[config.mk]
export PLATFORM = sky130hd
export DESIGN_NAME = sync_word_detector
export DESIGN_NICKNAME = d
export VERILOG_FILES = /design/src/rtl/sdet_pkg.sv /design/src/rtl/sdet_cfg_reg.sv /design/src/rtl/sdet_shifter.sv /design/src/rtl/sdet_matcher.sv /design/src/rtl/sdet_byte_packer.sv /design/src/rtl/sync_word_detector.sv
export SDC_FILE = /design/constraint.sdc
export NUM_CORES = 1
export LEC_CHECK = 0
export ABC_AREA = 0
export BUFFER_PORTS_ARGS = -buffer_cell sky130_fd_sc_hd__buf_2
export CAP_MARGIN = 40
export CORE_UTILIZATION = 40
export CTS_BUF_LIST = sky130_fd_sc_hd__clkbuf_2 sky130_fd_sc_hd__clkbuf_4 sky130_fd_sc_hd__clkbuf_8
export CTS_CLUSTER_DIAMETER = 150
export DETAILED_ROUTE_END_ITERATION = 7
export MAX_ROUTING_LAYER = met4
export PLACE_DENSITY_LB_ADDON = 0.08
export SLEW_MARGIN = 25
export SYNTH_ARGS = -nofsm -noshare
export SYNTH_HDL_FRONTEND = slang
export SYNTH_SLANG_ARGS = --single-unit
[constraint.sdc]
create_clock -name clk -period 3.7 [get_ports clk]
set_input_delay 0.37 -clock clk [delete_from_list [all_inputs] [get_ports clk]]
set_output_delay 0.37 -clock clk [all_outputs]
set_load 0.02 [all_outputs]
[src/rtl/sdet_pkg.sv]
package sdet_pkg;
  localparam int unsigned SYNC_BYTE_W = 8;
  localparam int unsigned SYNC_WORD_W = 2 * SYNC_BYTE_W;
  localparam int unsigned FILL_W      = $clog2(SYNC_WORD_W + 1);

  typedef logic [SYNC_BYTE_W-1:0] sbyte_t;
  typedef logic [SYNC_WORD_W-1:0] sword_t;
  typedef logic [FILL_W-1:0]      fill_t;

  localparam fill_t FILL_BYTE = fill_t'(SYNC_BYTE_W);
  localparam fill_t FILL_WORD = fill_t'(SYNC_WORD_W);

  typedef struct packed {
    logic   wide;
    sbyte_t lo;
  } sync_cfg_t;

  // next window after one MSB-first bit
  function automatic sword_t push_bit(sword_t w, logic b);
    return {w[SYNC_WORD_W-2:0], b};
  endfunction

  // saturating count of accepted bits
  function automatic fill_t fill_step(fill_t f);
    return (f >= FILL_WORD) ? FILL_WORD : f + fill_t'(1);
  endfunction

  function automatic logic sync_match(sword_t w, fill_t f, sbyte_t hi, sync_cfg_t c);
    if (c.wide) return (f >= FILL_WORD) && (w == {hi, c.lo});
    else        return (f >= FILL_BYTE) && (w[SYNC_BYTE_W-1:0] == c.lo);
  endfunction
endpackage

[src/rtl/sdet_cfg_reg.sv]
module sdet_cfg_reg
  import sdet_pkg::*;
#(
  parameter sbyte_t RESET_LO   = 8'hD4,
  parameter bit     RESET_WIDE = 1'b1
) (
  input  logic      clk,
  input  logic      rst,
  input  logic      we,
  input  sync_cfg_t wdata,
  output sync_cfg_t cfg
);
  always_ff @(posedge clk) begin
    if (rst) begin
      cfg.lo   <= RESET_LO;
      cfg.wide <= RESET_WIDE;
    end else if (we) begin
      cfg <= wdata;
    end
  end

  AST_CFG_HOLD: assert property (@(posedge clk) disable iff (rst)
    !we |=> $stable(cfg));
endmodule

[src/rtl/sdet_shifter.sv]
module sdet_shifter
  import sdet_pkg::*;
(
  input  logic   clk,
  input  logic   rst,
  input  logic   clear,
  input  logic   shift_en,
  input  logic   bit_in,
  output sword_t win_next,
  output fill_t  fill_next,
  output fill_t  fill_q
);
  sword_t win_q;

  assign win_next  = push_bit(win_q, bit_in);
  assign fill_next = fill_step(fill_q);

  always_ff @(posedge clk) begin
    if (rst || clear) begin
      win_q  <= '0;
      fill_q <= '0;
    end else if (shift_en) begin
      win_q  <= win_next;
      fill_q <= fill_next;
    end
  end

  AST_CLEAR_EMPTIES: assert property (@(posedge clk) disable iff (rst)
    clear |=> (fill_q == '0));
  AST_IDLE_HOLDS: assert property (@(posedge clk) disable iff (rst)
    (!shift_en && !clear) |=> ($stable(win_q) && $stable(fill_q)));
endmodule

[src/rtl/sdet_matcher.sv]
module sdet_matcher
  import sdet_pkg::*;
#(
  parameter sbyte_t FIXED_HI = 8'h2D
) (
  input  logic      clk,
  input  logic      rst,
  input  logic      clear,
  input  logic      shift_en,
  input  sword_t    win_next,
  input  fill_t     fill_next,
  input  sync_cfg_t cfg,
  output logic      hit_q,
  output logic      locked_q
);
  logic found;

  assign found = shift_en && !locked_q && sync_match(win_next, fill_next, FIXED_HI, cfg);

  always_ff @(posedge clk) begin
    if (rst || clear) begin
      hit_q    <= 1'b0;
      locked_q <= 1'b0;
    end else begin
      hit_q <= found;
      if (found) locked_q <= 1'b1;
    end
  end

  AST_HIT_PULSE: assert property (@(posedge clk) disable iff (rst)
    hit_q |=> !hit_q);
  AST_LOCK_FROM_HIT: assert property (@(posedge clk) disable iff (rst)
    $rose(locked_q) |-> hit_q);
  AST_NO_HIT_LOCKED: assert property (@(posedge clk) disable iff (rst)
    (locked_q && !clear) |=> !hit_q);
endmodule

[src/rtl/sdet_byte_packer.sv]
module sdet_byte_packer
  import sdet_pkg::*;
(
  input  logic   clk,
  input  logic   rst,
  input  logic   clear,
  input  logic   shift_en,
  input  logic   active,
  input  logic   bit_in,
  output sbyte_t byte_q,
  output logic   we_q
);
  localparam int unsigned CNT_W = $clog2(SYNC_BYTE_W);
  localparam logic [CNT_W-1:0] CNT_LAST = CNT_W'(SYNC_BYTE_W - 1);

  logic [CNT_W-1:0] cnt_q;
  sbyte_t           acc_q;
  sbyte_t           acc_next;

  assign acc_next = {acc_q[SYNC_BYTE_W-2:0], bit_in};

  always_ff @(posedge clk) begin
    if (rst || clear) begin
      cnt_q  <= '0;
      acc_q  <= '0;
      byte_q <= '0;
      we_q   <= 1'b0;
    end else begin
      we_q <= 1'b0;
      if (shift_en && active) begin
        acc_q <= acc_next;
        if (cnt_q == CNT_LAST) begin
          cnt_q  <= '0;
          byte_q <= acc_next;
          we_q   <= 1'b1;
        end else begin
          cnt_q <= cnt_q + 1'b1;
        end
      end
    end
  end

  AST_WE_AFTER_BIT: assert property (@(posedge clk) disable iff (rst)
    we_q |-> $past(shift_en && active));
  AST_WE_PULSE: assert property (@(posedge clk) disable iff (rst)
    we_q |=> !we_q);
endmodule

[src/rtl/sync_word_detector.sv]
module sync_word_detector
  import sdet_pkg::*;
#(
  parameter sbyte_t FIXED_HI   = 8'h2D,
  parameter sbyte_t RESET_LO   = 8'hD4,
  parameter bit     RESET_WIDE = 1'b1
) (
  input  logic       clk,
  input  logic       rst,
  input  logic       bit_in,
  input  logic       bit_vld,
  input  logic       rearm,
  input  logic       cfg_we,
  input  logic       cfg_wide,
  input  logic [7:0] cfg_lo,
  output logic       sync_hit,
  output logic       locked,
  output logic [7:0] byte_out,
  output logic       byte_we
);
  sync_cfg_t cfg, cfg_wdata;
  sword_t    win_next;
  fill_t     fill_next, fill_q;
  logic      shift_en;

  // re-arm wins over a bit in the same cycle
  assign shift_en  = bit_vld && !rearm;
  assign cfg_wdata = '{wide: cfg_wide, lo: cfg_lo};

  sdet_cfg_reg #(.RESET_LO(RESET_LO), .RESET_WIDE(RESET_WIDE)) u_cfg (
    .clk(clk), .rst(rst), .we(cfg_we), .wdata(cfg_wdata), .cfg(cfg));

  sdet_shifter u_shift (
    .clk(clk), .rst(rst), .clear(rearm), .shift_en(shift_en), .bit_in(bit_in),
    .win_next(win_next), .fill_next(fill_next), .fill_q(fill_q));

  sdet_matcher #(.FIXED_HI(FIXED_HI)) u_match (
    .clk(clk), .rst(rst), .clear(rearm), .shift_en(shift_en),
    .win_next(win_next), .fill_next(fill_next), .cfg(cfg),
    .hit_q(sync_hit), .locked_q(locked));

  sdet_byte_packer u_pack (
    .clk(clk), .rst(rst), .clear(rearm), .shift_en(shift_en), .active(locked),
    .bit_in(bit_in), .byte_q(byte_out), .we_q(byte_we));

  AST_HIT_HAS_FILL: assert property (@(posedge clk) disable iff (rst)
    sync_hit |-> (fill_q >= FILL_BYTE));
  AST_HIT_NEEDS_STROBE: assert property (@(posedge clk) disable iff (rst)
    sync_hit |-> $past(bit_vld));
endmodule

==> summary.md, run 1 <==
| Metric | Value |
|---|---|
| Setup WS pre-CTS | ~1800 ps |
| Most common cell after layout, fill and taps aside | dfxtp_1 |
| Initial drt markers | 35 |
| Final WL | 3619 µm |
| Worst slew margin | 0.6350 |
| Simple-gate portion of the synthesized area | 0.2083 |
| GRT Total Usage | 0.1597 |
| Status | finished clean |
| Clk slew on worst S/H paths | about 90 ps |
| Final Skew | about 5 ps |
| CTS tree | done |
| Post-synthesis net count | about 240 |
| Worst Path Required | 3940 ps |
| Routability cong. | around 0.7 |
| Die Wd | just over 70 µm |
| Drt drc | 0 |
| Mapped Area | 0.001994 mm² |
| Syn. warnings | 0 |
| Initial antenna violation count | 0 |
| Dpl cell area | 0.002153 mm² |
| Setup TNS | 0 ps |
| Max Transition Viols Final | 0 |
| RSZ-0062 raised after global routing | no |
| Initial core utilization | 0.4195 |
| Switching Fraction | 0.2291 |
| Worst Max-Slew Pin Slew | around 550 ps |
| DP HPWL | 2512 µm |
| WL/cell | 11.79 µm |
| Fin crit period | around 1600 ps |
| Final instance area | about 0.0022 mm² |
| First-pass GRT wire length | 6299 µm |
| Largest net degree at the start of global routing | 41 |
| Total gr overflow | 0 |
| # diodes | 0 |
| CTS Hold Buffers Added | 0 |
| TritonCTS Buffers | 5 |
| Part of the power in registers | 0.591 |
| Worst setup SP type | input port |
| Comb power frac | 0.054 |
| Syn-to-layout area delta | 12.74% |
| Via density | roughly 4.8 |
| # setup viols final | 0 |
| Main combinational cell family by area after synthesis | simple AND/OR/NAND/NOR gates |
| Clock power frac | 0.355 |
| Syn Area/Cell | 9.149 µm² |
| Final net count | ~260 |
| Top-area cell type share of the netlist area | 0.5019 |
| Post-synthesis adder-cell area fraction | 0.02509 |
| XOR/XNOR Fraction of Synth Area | 0.03952 |
| H-tree depth | 2 |
| Hold violation count in the final report | 0 |
| CTS Sinks | 50 |
| CP endpoint kind | register |
| Core area | 0.004755 mm² |
| Die Area | between 0.005 and 0.006 mm² |
| Seq/Total Area, Yosys | 0.5019 |
| Max Root-Sink Buffers | 2 |
| Post-synthesis cell count | between 200 and 250 |
| Peak supply drop | 0.2321 mV |
| Internal | between 0.7 and 0.8 mW |
| Maximum clock rate | about 630 MHz |
| WHS | 269.3 ps |
| Post-DRT Antenna Nets | 0 |
| Crit share post-route | 0.4275 |
| Worst hold path type | in2reg |
| Vias in the first global route | ~1400 |
| First-pass iteration count of the detailed router | 4 |
| Final WS setup | 2118 ps |
| Mux share of post-synthesis cell area | 0.09536 |
| Synth area leader | dfxtp_1 |
| Total number of vias | around 1500 |
| Count of cell types in the netlist | 33 |
| Post-CTS Repair Setup Buffers | 0 |
| Num ports | 26 |
| # port buffers | 25 |
| Layout cells sized above 1 | 0.1417 |
| Worst skew pair latency | about 300 ps |
| Height of the die | 72.61 µm |
| Row count | 25 |
| Most frequent cells in the layout | dfxtp_1 (50), nand2_1 (37), nor2_1 (25), buf_2 (25), a21oi_1 (23) |
| CP arrival | between 1500 and 2000 ps |
| Post-cts gate resize count | 0 |
| CTS Root Cell | clkbuf_8 |
| Crit path max fanout | 23 |
| P_sw | roughly 0.21 mW |
| Synth Register Bits | 50 |
| Kind of critical path | in2reg |
| Leakage power | roughly 0.90 nW |
| Top cells by area, synth | dfxtp_1 (50%), mux2i_1 (9.5%), nand2_1 (7.0%), a21oi_1 (5.8%), nor2_1 (4.7%) |
| Synth Area in Compound Gates | 0.09348 |
| Maxcap violations | 0 |
| Cell area power density | 414.8 mW/mm² |
==> power by group through the flow <==
stage	clock (mW)	combinational (mW)	sequential [mW]
2_1_floorplan	0	0.0376	0.562
3_3_place_gp	0	0.0511	0.564
3_5_place_dp	0	0.0510	0.564
4_1_cts	0.346	0.0511	0.551
5_1_grt	0.361	0.0562	0.552
6_report	0.331	0.0504	0.551
==> per-stage QoR <==
stage / instances / total power, mW / util
floorplan: 218 / 0.5995 / -
global placement: 299 / 0.6150 / 0.4529
detailed placement: 299 / 0.6150 / 0.4529
CTS: 307 / 0.9482 / 0.4729
global route: 307 / 0.9695 / 0.4729
finish: 307 / 0.9327 / 0.4729
==> cell usage after synthesis, drive strengths merged <==
cell type  instances
dfxtp             50
nand2             37
nor2              25
a21oi             23
mux2i             19
buf                9
a211o              5
nor2b              5
nor3               5
xor2               5
ha                 4
inv                4
xnor2              4
clkbuf             3
nand3b             3
nand2b             2
a21boi             1
a31oi              1
and2               1
and3b              1
and4b              1
and4bb             1
nand3              1
nand4              1
nand4bb            1
nor4b              1
o21a               1
o22ai              1
or2                1
or3                1
or4b               1
==> cell type report <==
cell class,instances,area [µm²]
Multi-Input combinational cell,152,920.9
Clock buffer,6,82.58
Tap cell,67,83.83
Fill cell,514,2506
Timing Repair Buffer,26,132.6
Clock inverter,2,12.51
Sequential cell,50,1001
Inverter,4,15.01
==> routing by layer <==
metal | GRT usage | up-vias | routed length [µm]
li1 | - | 767 | -
met1 | 0.2009 | 664 | 1944
met2 | 0.2440 | 23 | 1505
met3 | 0.03315 | 7 | 91
met4 | 0.07843 | 0 | 77
met5 | - | - | 0
==> worst max-delay path: stages <==
cell	delay, ps
buf_2	440
and3b_1	450
and2_1	340
nand2_1	90
a21oi_1	130
==> sequential cells by signal, summed over array words and instances, names as in the netlist <==
signal	count
u_cfg.cfg	9
u_match.hit_q	1
u_pack.cnt_q	3
u_match.locked_q	1
u_pack.byte_q	8
u_pack.we_q	1
u_shift.fill_q	5
u_pack.acc_q	7
u_shift.win_q	15
==> kinds of logic (layout without fill, tap and decap cells) <==
logic type,Yosys count,count (layout)
buffers and inverters,16,38
multiplexers,19,19
XOR/XNOR,9,9
flip-flops,50,50
AND/OR/NAND/NOR,88,88
adder cells (fa/ha/maj),4,4
AO/OA/AOI/OAI,32,32
==> path summary, 6_finish.rpt <==
check / start / end / slack (ps) / cells after the start
setup / recovery: bit_vld / u_pack.byte_q[5] / 2120 / 5
hold / removal: cfg_lo[2] / u_cfg.cfg[2] / 270 / 2
setup reg to reg: u_match.locked_q / u_pack.byte_q[5] / 2290 / 4
hold reg to reg: u_pack.byte_q[2] / u_pack.byte_q[2] / 450 / 2
(Power assumes the default switching activity.)
==> inputs of run 2 (changes only) <==
Clock period 3.7 ns to 1.5 ns, I/O delays scaled along.
==> run 2 against run 1 <==
Clock skew is 0.86 ps higher. Critical path depth is 2 lower. Cell count is 0.98% higher. First-iteration DRC count is 51% higher. Setup slack worse by 2000 ps. Die area stayed put. Non-clock buffer count is 4 higher. Power grew to 2.6 times the previous value. Register-to-register slack worse by 2100 ps. Global-route usage is 0.94 points lower.
==> summary.md, run 2 (synthesis gave the netlist of run 1 again) <==
| Metric | Value |
|---|---|
| Kind of critical path | reg2reg |
| Crit share post-route | 0.8965 |
| Num ports | 26 |
| Top sig layer | met4 |
| Routability cong. | about 0.69 |
| First-pass iteration count of the detailed router | 4 |
| Largest registers | u_shift.win_q: 15 flops, u_cfg.cfg: 9 flops, u_pack.byte_q: 8 flops |
| GRT Total Usage | 0.1503 |
| # setup viols final | 0 |
| Most frequent cells in the layout | dfxtp_1 (50), nand2_1 (37), nor2_1 (25), buf_2 (25), a21oi_1 (23) |
| Worst slew margin | 0.7162 |
| Crit path largest cell delay | about 550 ps |
| Syn-to-layout area delta | 15.81% |
| TritonCTS Buffers | 5 |
| Met3 wire len | 106 µm |
| Met2 WL | between 1000 and 1500 µm |
| Via density | between 4 and 5 |
| Final Util | 0.4858 |
| Max Transition Viols Final | 0 |
| Worst hold path type | in2reg |
| CP Buf/Inv Count | 0 |
| Final Skew | a little under 6 ps |
| First-pass GRT wire length | 6044 µm |
| Core area | about 0.0048 mm² |
| CTS Sinks | 50 |
| Cell area power density | 1051 mW/mm² |
| Total number of vias | around 1500 |
| Status | finished clean |
| Leakage power | around 0.93 nW |
| Initial drt markers | 53 |
| Die Wd | approximately 73 µm |
| CP top delay family | simple AND/OR/NAND/NOR gates |
| Maxcap violations | 0 |
| # port buffers | 25 |
| Worst skew pair latency | about 290 ps |
| Hold violation count in the final report | 0 |
| Drt drc | 0 |
| Peak supply drop | between 0.7 and 0.8 mV |
| Number of flip-flops in the largest register | 15 |
| # diodes | 0 |
| Layout cells sized above 1 | 0.1564 |
| Die Area | between 0.005 and 0.006 mm² |
| Worst Path Required | between 1500 and 2000 ps |
| Initial antenna violation count | 0 |
| DP HPWL | 2508 µm |
| Final net count | ~260 |
| WL met1 | between 1500 and 2000 µm |
| CP arrival | around 1600 ps |
| Worst Max-Slew Pin Slew | between 400 and 500 ps |
| H-tree depth | 2 |
| Post-DRT Antenna Nets | 0 |
| Total gr overflow | 0 |
| Clk slew on worst S/H paths | around 90 ps |
| Maximum clock rate | 743.7 MHz |
| Final instance area | between 0.002 and 0.0025 mm² |
| Crit path max fanout | 5 |
| Row count | 25 |
| Dpl cell area | ~0.0022 mm² |
| CP cell instances | or4b_1, nor3_1, and4bb_1 |
| Fin crit period | roughly 1300 ps |
| Height of the die | just over 70 µm |
| WL/cell | between 10 and 15 µm |
| CTS Root Cell | clkbuf_8 |
| Register name with the most flops | u_shift.win_q |
| CP endpoint kind | register |
| CTS Hold Buffers Added | 0 |
| Vias in the first global route | around 1300 |
| Most common cell after layout, fill and taps aside | dfxtp_1 |
| Largest net degree at the start of global routing | 26 |
| Initial core utilization | 0.4195 |
| Final WL | 3498 µm |
| RSZ-0062 raised after global routing | no |
| Max Root-Sink Buffers | 2 |
| CTS tree | done |
| Worst setup SP type | register |
| Slowest stage cell, crit path | or4b_1 |
| Setup TNS | 0 ps |
==> run 2: stage by stage <==
| stage | std cells | setup slack, ps | power [mW] | hold slack, ps |
|---|---|---|---|---|
| after floorplan | 218 | 182.0 | 1.479 | 267.9 |
| after global placement | 303 | 194.9 | 1.526 | 359.0 |
| after detailed placement | 303 | 187.7 | 1.526 | 363.2 |
| after CTS | 310 | 152.4 | 2.474 | 53.54 |
| after global routing | 310 | 52.56 | 2.528 | 53.22 |
| final | 310 | 155.3 | 2.428 | 61.90 |
==> run 2: layout make-up <==
class,count,area (µm²)
clock inverters,1,30.03
repair buffers,30,175.2
well taps,67,83.83
multi-input cells,152,922.1
flip-flops and latches,50,1001
inverters,4,15.01
clock buffers,6,82.58
fillers,497,2445
==> run 2: repair_timing <==
action / CTS / global route
buffers inserted: 0 / 0
resized for setup: 0 / 1
endpoints found under the setup margin: 0 / 4
==> run 2: worst register-to-register path, delay by kind of cell (launching register included) <==
family	cells	cell delay (ps)
and+or+nand+nor	3	930
DFF	1	350
==> run 2: worst paths after layout <==
path	slack, ps	depth (start not counted)	end	startpoint
max	160	3	u_match.hit_q	u_match.locked_q
min	60	2	u_cfg.cfg[7]	cfg_lo[7]
max reg2reg	160	3	u_match.hit_q	u_match.locked_q
min reg2reg	450	2	u_pack.byte_q[4]	u_pack.byte_q[4]
==> run 2: layer usage <==
metal  GRT usage  up-vias
met5           -        -
met4     0.04575        0
met3     0.03315        2
met2      0.2201       22
met1      0.2073      658
li1            -      776
==> run 2: power breakdown <==
group          total, mW  switching, mW  leakage (nW)  internal (mW)
registers           1.36         0.0136         0.405           1.34
clock network      0.935          0.402        0.0573          0.534
logic              0.135         0.0692         0.469         0.0653
==> inputs of run 3 (changes only) <==
Settings changed: CORE_UTILIZATION 40 to 59.
==> run 3 against run 2 <==
Cell count down 5.8%. Highest routed layer unchanged. Utilization increased by 24 points. First-iteration DRC count rose by 47%. Die area decreased by 31%. Largest power group unchanged. Clock skew fell by 2.6 ps. Critical endpoint is now u_match.locked_q. Final area shrank 2.1%. Clock-buffer cell count is 1 higher. Wire length decreased by 0.89%. Via count rose by 4.1%.
==> summary.md, run 3 (synthesis gave the netlist of run 1 again) <==
| Metric | Value |
|---|---|
| Post-CTS Repair Setup Buffers | 0 |
| Final Util | 0.7228 |
| Die Area | 0.003617 mm² |
| Max Transition Viols Final | 0 |
| Post-cts gate resize count | 0 |
| Pwr Total | 2.139 mW |
| Fin crit period | 1332 ps |
| Final Skew | 3.339 ps |
| CP cell instances | or4b_1, nor2_1, nand4bb_1, o22ai_1 |
| Initial antenna violation count | 0 |
| Status | finished clean |
| CTS Sinks | 50 |
| Peak supply drop | between 0.6 and 0.7 mV |
| First-pass iteration count of the detailed router | 5 |
| Routability cong. | a little over 0.7 |
| Max Root-Sink Buffers | 2 |
| Hold violation count in the final report | 0 |
| Vias in the first global route | roughly 1300 |
| Flop2flop setup slack | between 150 and 200 ps |
| Total gr overflow | 0 |
| Number of flip-flops in the largest register | 15 |
| Setup TNS | 0 ps |
| Worst Path Required | approximately 1800 ps |
| CP arrival | between 1500 and 2000 ps |
| # diodes | 0 |
| Cell Count, Final, Fillers Out | approximately 290 |
| WL/cell | approximately 12 µm |
| Cell area power density | roughly 950 mW/mm² |
| RSZ-0062 raised after global routing | no |
| Largest registers | u_shift.win_q: 15 flops, u_cfg.cfg: 9 flops, u_pack.byte_q: 8 flops |
| TritonCTS Buffers | 5 |
| # port buffers | 25 |
| Crit path max fanout | 5 |
| Row count | 20 |
| Kind of critical path | reg2reg |
| Core area | ~0.0031 mm² |
| Maximum clock rate | about 750 MHz |
| Most frequent cells in the layout | dfxtp_1 (50), nand2_1 (37), nor2_1 (25), buf_2 (25), a21oi_1 (23) |
| Leakage power | between 0.9 and 1 nW |
| Syn-to-layout area delta | 13.36% |
| Via density | a little over 5 |
| Drt drc | 0 |
| # setup viols final | 0 |
| CTS Root Cell | clkbuf_4 |
| Worst Reg-to-Reg Cells | 4 |
| Worst setup SP type | register |
| Min-Delay Path Depth | 3 |
| Crit share post-route | 0.8877 |
| Maxcap violations | 0 |
| Worst hold path type | in2reg |
| Worst Hold Endpoint | u_cfg.cfg[1] |
| H-tree depth | 2 |
| Register name with the most flops | u_shift.win_q |
| Worst slew margin | 0.6641 |
| Worst Max-Slew Pin Slew | a little over 500 ps |
| Crit path largest cell delay | 540 ps |
| DP HPWL | 2538 µm |
| Clk slew on worst S/H paths | ~130 ps |
| Total number of vias | around 1500 |
| Slowest stage cell, crit path | or4b_1 |
| WHS | just under 20 ps |
| RR Startpoint | u_match.locked_q |
| Initial drt markers | 78 |
| FF-to-FF End | u_match.locked_q |
| Final net count | approximately 270 |
| Layout cells sized above 1 | 0.1492 |
| Worst skew pair latency | approximately 360 ps |
| GRT Total Usage | 0.2216 |
| Largest net degree at the start of global routing | 17 |
| Height of the die | between 60 and 70 µm |
| First-pass GRT wire length | 5720 µm |
| Final WL | between 3000 and 4000 µm |
| Number of placed instances with taps included | ~280 |
| Die Wd | 60.14 µm |
| CP endpoint kind | register |
| Worst hold start | cfg_lo[1] |
| Num ports | 26 |
| Most common cell after layout, fill and taps aside | dfxtp_1 |
| Initial core utilization | 0.6376 |
| Post-DRT Antenna Nets | 0 |
| CTS tree | done |
[run 3: cell types whose count changed in the layout (fill, tap and decap cells not counted), sizes merged]
cell / delta
dlygate4sd3: +5
buf: -1
bufinv: -1
clkbuf: +1
clkinv: +1
[run 3: cell type report]
type | instances | area, µm²
sequential | 50 | 1001
multi-input combinational | 152 | 920.9
fill | 256 | 867.1
timing repair buffer | 34 | 205.2
clock buffer | 7 | 58.81
tap | 44 | 55.05
inverter | 4 | 15.01
clock inverter | 1 | 5.005
[run 3: timing repair]
action	4_1_cts	5_1_grt
hold buffers	5	0
hold endpoints to repair	5	0
endpoints found under the setup margin	0	0
[run 3: worst max-delay path: cells and delay by family (launching register included)]
family           cells  cell delay, ps
flip-flops           1             360
AO/OA/AOI/OAI        1             120
AND/OR/NAND/NOR      3             790
[run 3: where the power goes]
| group | switching [mW] | leakage, nW | internal, mW |
|---|---|---|---|
| registers | 0.0134 | 0.405 | 1.35 |
| clock network | 0.395 | 0.0387 | 0.246 |
| logic | 0.0695 | 0.479 | 0.0687 |
| total | 0.478 | 0.923 | 1.66 |
[run 3: routing by layer]
metal,track usage,part of all wire,routed length [µm],up-vias
met5,-,0,0,-
met4,0.1096,0.015,51,0
met3,0.05195,0.045,155,6
met2,0.3485,0.45,1568,31
met1,0.2639,0.49,1692,695
li1,-,-,-,786
[run 3: worst max-delay path by stage]
stage / end / slack, ps / depth (start not counted) / start
floorplan: u_match.hit_q / 180 / 3 / u_match.locked_q
global placement: u_match.locked_q / 230 / 4 / u_match.locked_q
detailed placement: u_pack.byte_q[6] / 190 / 4 / u_match.locked_q
CTS: u_pack.byte_q[6] / 160 / 4 / u_match.locked_q
global route: u_pack.byte_q[5] / 20 / 4 / u_match.locked_q
finish: u_match.locked_q / 170 / 4 / u_match.locked_q
[run 3: stage by stage]
stage,cell area [µm²],setup slack (ps)
after detailed placement,2147,189.1
after floorplan,1994,182.0
after CTS,2261,163.1
final,2261,168.5
after global routing,2261,19.70
after global placement,2147,232.3
